`src/rtl/cng_pkg.sv`:
```
// Package: shared register addresses and status bit positions for the
// missing clock guard. Assumes a 2-bit word address.
package cng_pkg;
    typedef enum logic [1:0] {
        A_STAT   = 2'd0,
        A_CTRL   = 2'd1,
        A_PERIOD = 2'd2,
        A_COUNT  = 2'd3
    } reg_addr_e;

    localparam int ST_NMI  = 0;
    localparam int ST_MISS = 1;
    localparam int ST_LIMP = 2;
endpackage

```
`src/rtl/cng_edge_watch.sv`:
```
// Edge watcher: synchronises the primary clock into the backup domain,
// counts backup cycles since its last rising edge, and latches limp state
// after LOSS_CYC cycles with no edge. Assumes the primary clock is slower
// than half the backup clock. hold clears and freezes the state.
module cng_edge_watch #(
    parameter int SYNC_N   = 2,
    parameter int LOSS_CYC = 16
) (
    input  logic clk,
    input  logic rst_n,
    input  logic hold,
    input  logic pri_clk,
    output logic limp,
    output logic loss_evt
);
    localparam int GW = $clog2(LOSS_CYC + 1);
    localparam logic [GW-1:0] GAP_LAST = GW'(LOSS_CYC - 1);

    logic [SYNC_N:0] sync_q;
    logic [GW-1:0]   gap_q;
    logic            rise;

    // Synchroniser chain plus one stage for edge detection.
    genvar gi;
    generate
        for (gi = 0; gi <= SYNC_N; gi++) begin : g_sync
            always_ff @(posedge clk) begin
                if (!rst_n)
                    sync_q[gi] <= 1'b0;
                else if (gi == 0)
                    sync_q[gi] <= pri_clk;
                else
                    sync_q[gi] <= sync_q[(gi > 0) ? gi - 1 : 0];
            end
        end
    endgenerate

    assign rise     = sync_q[SYNC_N-1] & ~sync_q[SYNC_N];
    assign loss_evt = !limp && !rise && !hold && (gap_q == GAP_LAST);

    // Gap counter: backup cycles since the last seen rising edge.
    always_ff @(posedge clk) begin
        if (!rst_n || hold)
            gap_q <= '0;
        else if (rise)
            gap_q <= '0;
        else if (gap_q != GAP_LAST)
            gap_q <= gap_q + GW'(1);
    end

    // Limp latch: set on loss, held until any reset.
    always_ff @(posedge clk) begin
        if (!rst_n || hold)
            limp <= 1'b0;
        else if (loss_evt)
            limp <= 1'b1;
    end
endmodule

```
`src/rtl/cng_nmi_ctrl.sv`:
```
// NMI control: holds the interrupt flag, the sticky missing-clock bit and
// the delay counter, and requests a reset under the selected policy.
// Assumes loss_evt is a single-cycle event and hold covers a reset pulse.
module cng_nmi_ctrl #(
    parameter int CW = 16
) (
    input  logic          clk,
    input  logic          rst_n,
    input  logic          hold,
    input  logic          loss_evt,
    input  logic          clr_req,
    input  logic          rst_sel,
    input  logic [CW-1:0] period,
    output logic          nmi_flag,
    output logic          miss_sts,
    output logic [CW-1:0] count,
    output logic          fire
);
    // Flags: a new event wins over a clear in the same cycle.
    always_ff @(posedge clk) begin
        if (!rst_n || hold) begin
            nmi_flag <= 1'b0;
            miss_sts <= 1'b0;
        end else if (loss_evt) begin
            nmi_flag <= 1'b1;
            miss_sts <= 1'b1;
        end else if (clr_req) begin
            nmi_flag <= 1'b0;
        end
    end

    // Delay counter: runs only while the flag is set, saturates at all ones.
    always_ff @(posedge clk) begin
        if (!rst_n || hold || loss_evt || clr_req)
            count <= '0;
        else if (nmi_flag && (count != '1))
            count <= count + CW'(1);
    end

    assign fire = nmi_flag && (rst_sel || (count == period));
endmodule

```
`src/rtl/cng_rst_pulse.sv`:
```
// Reset pulse generator: turns a fire request into a pulse PULSE_W
// backup cycles wide. Requests during a pulse are ignored.
module cng_rst_pulse #(
    parameter int PULSE_W = 8
) (
    input  logic clk,
    input  logic rst_n,
    input  logic fire,
    output logic rst_out
);
    localparam int PCW = $clog2(PULSE_W + 1);

    logic [PCW-1:0] left_q;

    // Down-counter: loaded on a request, counts the pulse out.
    always_ff @(posedge clk) begin
        if (!rst_n)
            left_q <= '0;
        else if (left_q != '0)
            left_q <= left_q - PCW'(1);
        else if (fire)
            left_q <= PCW'(PULSE_W);
    end

    assign rst_out = (left_q != '0);
endmodule

```
`src/rtl/cng_regs.sv`:
```
// Register port: holds the policy bit and period, decodes the clear
// strobe, and muxes the read data. Reads are combinational on addr.
module cng_regs
    import cng_pkg::*;
#(
    parameter int DW         = 16,
    parameter int CW         = 16,
    parameter int DEF_PERIOD = 100
) (
    input  logic          clk,
    input  logic          rst_n,
    input  logic          wr_en,
    input  logic [1:0]    addr,
    input  logic [DW-1:0] wdata,
    input  logic          nmi_flag,
    input  logic          miss_sts,
    input  logic          limp,
    input  logic [CW-1:0] count,
    output logic [DW-1:0] rdata,
    output logic          rst_sel,
    output logic [CW-1:0] period,
    output logic          clr_req
);
    reg_addr_e a;
    assign a = reg_addr_e'(addr);

    assign clr_req = wr_en && (a == A_STAT) && wdata[0];

    // Configuration registers, written by software.
    always_ff @(posedge clk) begin
        if (!rst_n) begin
            rst_sel <= 1'b0;
            period  <= CW'(DEF_PERIOD);
        end else if (wr_en) begin
            if (a == A_CTRL)   rst_sel <= wdata[0];
            if (a == A_PERIOD) period  <= wdata[CW-1:0];
        end
    end

    // Read mux.
    always_comb begin
        rdata = '0;
        case (a)
            A_STAT: begin
                rdata[ST_NMI]  = nmi_flag;
                rdata[ST_MISS] = miss_sts;
                rdata[ST_LIMP] = limp;
            end
            A_CTRL:   rdata[0]      = rst_sel;
            A_PERIOD: rdata[CW-1:0] = period;
            default:  rdata[CW-1:0] = count;
        endcase
    end
endmodule

```
`src/rtl/clkloss_nmi_guard.sv`:
```
// Top: missing clock guard. Watches pri_clk on bk_clk, switches sys_clk to
// limp_clk on loss, raises the NMI and status flags, and resets the device
// at once or after a programmed delay. Assumes bk_clk never stops and
// rst_n is synchronous to bk_clk. The output clock mux is a plain select
// and does not filter glitches.
module clkloss_nmi_guard #(
    parameter int SYNC_N     = 2,
    parameter int LOSS_CYC   = 16,
    parameter int DW         = 16,
    parameter int CW         = 16,
    parameter int PULSE_W    = 8,
    parameter int DEF_PERIOD = 100
) (
    input  logic          bk_clk,
    input  logic          rst_n,
    input  logic          pri_clk,
    input  logic          limp_clk,
    output logic          sys_clk,
    input  logic          wr_en,
    input  logic [1:0]    addr,
    input  logic [DW-1:0] wdata,
    output logic [DW-1:0] rdata,
    output logic          rst_out
);
    logic          limp, loss_evt, nmi_flag, miss_sts, fire, clr_req, rst_sel;
    logic [CW-1:0] nmi_count, period;

    cng_edge_watch #(.SYNC_N(SYNC_N), .LOSS_CYC(LOSS_CYC)) u_watch (
        .clk(bk_clk), .rst_n(rst_n), .hold(rst_out), .pri_clk(pri_clk),
        .limp(limp), .loss_evt(loss_evt)
    );

    cng_nmi_ctrl #(.CW(CW)) u_nmi (
        .clk(bk_clk), .rst_n(rst_n), .hold(rst_out), .loss_evt(loss_evt),
        .clr_req(clr_req), .rst_sel(rst_sel), .period(period),
        .nmi_flag(nmi_flag), .miss_sts(miss_sts), .count(nmi_count), .fire(fire)
    );

    cng_rst_pulse #(.PULSE_W(PULSE_W)) u_pulse (
        .clk(bk_clk), .rst_n(rst_n), .fire(fire), .rst_out(rst_out)
    );

    cng_regs #(.DW(DW), .CW(CW), .DEF_PERIOD(DEF_PERIOD)) u_regs (
        .clk(bk_clk), .rst_n(rst_n), .wr_en(wr_en), .addr(addr), .wdata(wdata),
        .nmi_flag(nmi_flag), .miss_sts(miss_sts), .limp(limp), .count(nmi_count),
        .rdata(rdata), .rst_sel(rst_sel), .period(period), .clr_req(clr_req)
    );

    // Output clock select.
    assign sys_clk = limp ? limp_clk : pri_clk;
endmodule

```
`config.mk`:
```
export PLATFORM = sky130hd
export DESIGN_NAME = clkloss_nmi_guard
export DESIGN_NICKNAME = d
export VERILOG_FILES = /design/src/rtl/cng_pkg.sv /design/src/rtl/cng_edge_watch.sv /design/src/rtl/cng_nmi_ctrl.sv /design/src/rtl/cng_rst_pulse.sv /design/src/rtl/cng_regs.sv /design/src/rtl/clkloss_nmi_guard.sv
export SDC_FILE = /design/constraint.sdc
export NUM_CORES = 1
export LEC_CHECK = 0
export ABC_AREA = 0
export CAP_MARGIN = 40
export CORE_MARGIN = 4
export CORE_UTILIZATION = 50
export DETAILED_ROUTE_END_ITERATION = 10
export DONT_BUFFER_PORTS = 1
export MAX_ROUTING_LAYER = met4
export PLACE_DENSITY = 0.68
export REMOVE_ABC_BUFFERS = 1
export SETUP_SLACK_MARGIN = 0.1
export SLEW_MARGIN = 20
export SYNTH_ARGS = -nofsm -noshare
export SYNTH_HDL_FRONTEND = slang
export SYNTH_HIERARCHICAL = 1
export SYNTH_SLANG_ARGS = --single-unit
```
`constraint.sdc`:
```
create_clock -name bk_clk -period 2.5 [get_ports bk_clk]
set_input_delay 0.625 -clock bk_clk [delete_from_list [all_inputs] [get_ports bk_clk]]
set_output_delay 0.625 -clock bk_clk [all_outputs]
set_load 0.01 [all_outputs]
```
==> results of run 1 <==
==> worst max-delay path: cells and delay by family (launching register included) <==
| family | cells | cell delay (ns) |
|---|---|---|
| adder cells (fa/ha/maj) | 2 | 0.41 |
| AO/OA/AOI/OAI | 2 | 0.45 |
| flip-flops | 1 | 0.36 |
| AND/OR/NAND/NOR | 4 | 0.87 |
==> registers in the layout (all words and copies together) (netlist names) <==
register	cells
u_nmi/count	16
u_nmi/miss_sts	1
u_nmi/nmi_flag	1
u_pulse/left_q	4
u_regs/period	16
u_regs/rst_sel	1
u_watch/gap_q	5
u_watch/limp	1
u_watch/sync_q	3
==> worst paths after layout <==
| path | slack (ns) | from | end |
|---|---|---|---|
| setup / recovery | 0.34 | u_watch/gap_q[0] | u_nmi/count[7] |
| hold / removal | 0.42 | rst_n | u_regs/period[2] |
| setup reg to reg | 0.34 | u_watch/gap_q[0] | u_nmi/count[7] |
| hold reg to reg | 0.46 | u_watch/sync_q[1] | u_watch/sync_q[2] |
==> where the power goes <==
part | leakage (nW) | switching, mW | internal (mW)
sequential | 0.389 | 0.0151 | 0.780
combinational | 0.643 | 0.0403 | 0.0451
clock | 0.0479 | 0.263 | 0.195
==> per-layer routing <==
metal	routed length (um)	share of wire [%]	global-route usage, %
met1	2840	49	28.4
met2	2600	45	27.3
met3	267	4.6	4.61
met4	39	0.68	5.57
met5	0	0	-
==> cell families after synthesis <==
group | count (synthesis) | share of synthesized area (%)
flip-flops | 48 | 35.5
buffers and inverters | 29 | 5.55
XOR/XNOR | 19 | 6.15
adder cells (fa/ha/maj) | 3 | 1.39
AND/OR/NAND/NOR | 132 | 28.1
multiplexers | 34 | 13.2
AO/OA/AOI/OAI | 43 | 10.0
==> final cells by class <==
type                       instances  area (um2)  area share, %
clock buffer                       5        68.8           2.46
clock inverter                     3        18.8          0.672
inverter                           9        33.8           1.21
multi-input combinational        231        1590           57.0
sequential                        48         961           34.4
tap                               70        87.6           3.14
timing repair buffer               4        30.0           1.08
==> placed cells by master, fill, tap and decap left out, types with 2 or more instances in the layout <==
cell      netlist  layout
o21ai_0        11      11
nand2b_1        3       3
nor2b_1        13      13
nor4_2          2       2
o31ai_1         3       3
mux2i_1        32      32
clkbuf_8        0       5
a41oi_1         2       2
nand2_1        38      38
xor2_1         18      18
nor2_1         14      14
dfxtp_1        48      48
nor3_1          5       5
nand4_1         5       5
buf_4           2       4
clkinv_2        0       2
o211ai_1        3       3
nand3b_1        4       4
nand4b_1        5       5
nor3b_1         2       2
ha_1            3       3
nor4_1          6       6
a211oi_1        2       2
nor3_2          2       2
nand3_2         2       2
or3_1           5       5
a21oi_1        15      15
nand3_1         9       9
o41ai_1         2       2
inv_1           9       9
a21boi_1        2       2
and2_1          3       3
and3_1          3       3
or2_2           2       2
==> through the flow <==
step                      util, %  instance area (um2)  cells
after CTS                    54.0                 2790    370
after detailed placement     52.3                 2710    362
after global routing         54.0                 2790    370
after floorplan                 -                 2590    288
after global placement       52.3                 2710    362
final                        54.0                 2790    370
==> impl_metrics.toml, run 1 <==
[detailed_routing]
ant_nets = 0
vias_per_cell = 5.67
route.detailed.drc = 0
drt_iter0_drc = 160
first_pass_iters = 4
vias = 2099
wl_per_cell_um = 15.5
wl_mm = 5.75

[clock_tree]
htreeDepth = 2
hold_buffers = 0
cts_buffers = 5
cts.sinks = 48
clockBufferDepth = 2
cts_tree = "built"
cts.reportedPaths.clkPinSlew_ns = 0.09
cts_root_buf = "clkbuf_8"
clk_latency_ns = 0.30
cts_resized = 0
post_cts_buffers = 0

[power]
worst_ir_drop_vdd_mv = 0.365
leakagePower_nw = 1.08
p_total_mw = 1.34
pwr_density_cell_mw_per_mm2 = 480

[sta]
fin_setup_tns_ns = 0
worst_slack_ns = 0.339
worst_pin_slew_ns = 0.599
rsz0062_at_grt = "no"
fin_crit_ns = 2.16
relSlewSlack_pct = 59.7
whs_ns = 0.420
finalMaxSlewViolations = 0
finalCritPeriodShare_pct = 86.4
finClkSkew_ns = 0.00408
fmax_ghz = 0.463
finalSetupViolations = 0
hold_viol_final = 0

[logic_synthesis]
synth_area_leaders = "dfxtp_1, mux2i_1, xor2_1"
synth_area_mm2 = 0.00270
synth-seq-cells = 48
synth_most_common_cell = "dfxtp_1"
ys.flop_type = "dfxtp_1"
postSynthCellCount = 308
ys_top_cells_by_count = "dfxtp_1, nand2_1, mux2i_1"
synth_seq_area_share_pct = 35.5
synth_area_per_cell_um2 = 8.78
yosysUniqueCellTypes = 51
synth_edf_count = 0
async_flop_share_pct = 0
yosysWarnings = 6
synth_top_area_share_pct = 35.5
yosysTopAreaCell = "dfxtp_1"

[floorplanning]
ios = 41
dieArea_mm2 = 0.00665
core_mm2 = 0.00517
start_util_pct = 52.3
die-height_um = 81.5
die_w_um = 81.5
fp-row-count = 26

[worst_setup_path]
endpoint_kind = "register"
r2r.worst_path.cells = 8
cp_max_fo = 9
cp_slowest_stage_delay_ns = 0.54
cp_common_cell = "ha_1"
crit_slowest_cell = "or3_1"
path_cells = "ha_1 -> and3_1 -> ha_1 -> nand2_1 -> nor3_1 -> or3_1 -> a2111o_1 -> o21ai_0"
worst_ep_required_time_ns = 2.74
cp_data_arrival_time_ns = 2.40
path_class = "register to register"
crit_path_start_kind = "register"

[grt]
grtUsageTotal_pct = 19.7
grt_antenna_before_repair = 0
grt_pass1_vias = 1961
grt_max_degree = 42
grt_pass1_wl_mm = 9.81
grt_overflow_total = 0

[worst_hold_path]
worstHoldPathType = "input pin to register"
hold_depth = 1

[job]
maxCapViolCount = 0

[run_status]
status = "finished clean"

[cells_and_area]
layout-drive-gt1-share_pct = 8.67
fin_nets = 325
fillCellCount = 477
diodes = 0
syn_to_final_growth_pct = 3.29

[place]
globalplace.congestion = 0.822
port_buffers = 0
dp_slack_ns = 0.352
dp_hpwl_mm = 4.18
Note: power is estimated with default switching activity, not from simulation.
==> run 2: changes to the inputs <==
--- a/config.mk
+++ b/config.mk
@@ -7,7 +7,7 @@
 export LEC_CHECK = 0
 export ABC_AREA = 0
 export CAP_MARGIN = 40
-export CORE_MARGIN = 4
+export CORE_MARGIN = 2
 export CORE_UTILIZATION = 50
 export DETAILED_ROUTE_END_ITERATION = 10
 export DONT_BUFFER_PORTS = 1
==> run 2 against run 1 <==
  * Worst hold slack better by 0.0029 ns
  * Sequential share of layout area unchanged
  * Register-to-register slack about the same
  * Clock skew up 0.0019 ns
  * Maximum frequency about the same
  * Global-route usage up 0.63 points
  * Sequential cell count unchanged
  * Total power about the same
  * Final area unchanged
  * Clock-buffer cell count unchanged
  * Final cell count unchanged
  * Clock power about the same
==> impl_metrics.toml, run 2 (synthesis results as in run 1) <==
[cells_and_area]
syn_to_final_growth_pct = 3.29
fillCellCount = 473
final_cells = 370
diodes = 0
top_regs = "u_nmi/count: 16 flops, u_regs/period: 16 flops, u_watch/gap_q: 5 flops"
mostFrequentLayoutCells = "dfxtp_1, nand2_1, mux2i_1, xor2_1, a21oi_1"
final_common_cell = "dfxtp_1"
fin_nets = 325
stdcell_area_mm2 = 0.00279
multiInputGateArea_mm2 = 0.00159
layout-drive-gt1-share_pct = 8.67
regArea_um2 = 961

[detailed_routing]
drt_iter0_drc = 140
ant_nets = 0
wl_mm = 5.58
vias_per_cell = 5.70
first_pass_iters = 4
wl_per_cell_um = 15.1
route.detailed.drc = 0
vias = 2110

[worst_hold_path]
hold_depth = 1
worstHoldPathType = "input pin to register"

[floorplanning]
core_mm2 = 0.00517
die_w_um = 77.5
dieArea_mm2 = 0.00601
fp-row-count = 26
ios = 41
start_util_pct = 52.3
die-height_um = 77.5

[clock_tree]
cts_tree = "built"
post_cts_buffers = 0
cts_root_buf = "clkbuf_8"
cts.reportedPaths.clkPinSlew_ns = 0.09
clockBufferDepth = 2
cts.sinks = 48
htreeDepth = 2
cts_resized = 0
cts_buffers = 5
clk_latency_ns = 0.30
hold_buffers = 0

[sta]
finClkSkew_ns = 0.00595
fin_crit_ns = 2.16
fmax_ghz = 0.462
finalSetupViolations = 0
whs_ns = 0.423
worst_slack_ns = 0.337
finalCritPeriodShare_pct = 86.5
relSlewSlack_pct = 59.9
hold_viol_final = 0
fin_setup_tns_ns = 0
rsz0062_at_grt = "no"
finalMaxSlewViolations = 0
worst_pin_slew_ns = 0.596

[job]
maxCapViolCount = 0

[power]
pwr_density_cell_mw_per_mm2 = 480
leakagePower_nw = 1.08
worst_ir_drop_vdd_mv = 0.454

[grt]
grt_max_degree = 42
grt_overflow_total = 0
grt_pass1_wl_mm = 9.57
grt_antenna_before_repair = 0
grt_pass1_vias = 2001
grtUsageTotal_pct = 20.3

[place]
dp.cells = 362
dp_hpwl_mm = 4.05
place_area_mm2 = 0.00271
dp_slack_ns = 0.356
globalplace.congestion = 0.814
port_buffers = 0

[worst_setup_path]
path_class = "register to register"
worst_ep_required_time_ns = 2.74
cp_data_arrival_time_ns = 2.40
r2r.worst_path.cells = 8
crit_path_start_kind = "register"
endpoint_kind = "register"
cp_max_fo = 10

[run_status]
status = "finished clean"
run 2: final timing paths:
path,endpoint,slack [ns],from
setup / recovery,u_nmi/count[9],0.34,u_watch/gap_q[0]
hold / removal,u_regs/period[2],0.42,rst_n
setup reg to reg,u_nmi/count[9],0.34,u_watch/gap_q[0]
hold reg to reg,u_watch/sync_q[1],0.45,u_watch/sync_q[0]
run 2: per-layer routing:
metal	vias to the layer above	wire length (um)	GRT usage, %
li1	1067	-	-
met1	993	2760	27.9
met2	41	2510	30.2
met3	9	239	4.42
met4	0	74	6.25
met5	-	0	-
run 2: final cells by class:
type	instances	share of cell area, %
clock buffers	5	2.46
flip-flops and latches	48	34.4
well taps	70	3.14
repair buffers	4	1.08
multi-input cells	231	57.0
inverters	9	1.21
clock inverters	3	0.672
run 2: critical path: stages, from the launching register on:
cell and delay, ns:
dfxtp_1 0.36, ha_1 0.21, and3_1 0.19, ha_1 0.19, nand2_1 0.06, nor3_1 0.07
or3_1 0.55, or2_2 0.34, mux2i_1 0.13
run 2: per-stage QoR:
step	utilization, %	total power [mW]
final	54.0	1.34
after detailed placement	52.3	0.898
after CTS	54.0	1.36
after floorplan	-	0.879
after global routing	54.0	1.40
after global placement	52.3	0.896
run 2: power breakdown:
group / internal (mW) / total, mW / switching, mW
Clock: 0.195 / 0.461 / 0.266
Combinational: 0.0449 / 0.0841 / 0.0393
Sequential: 0.780 / 0.795 / 0.0148
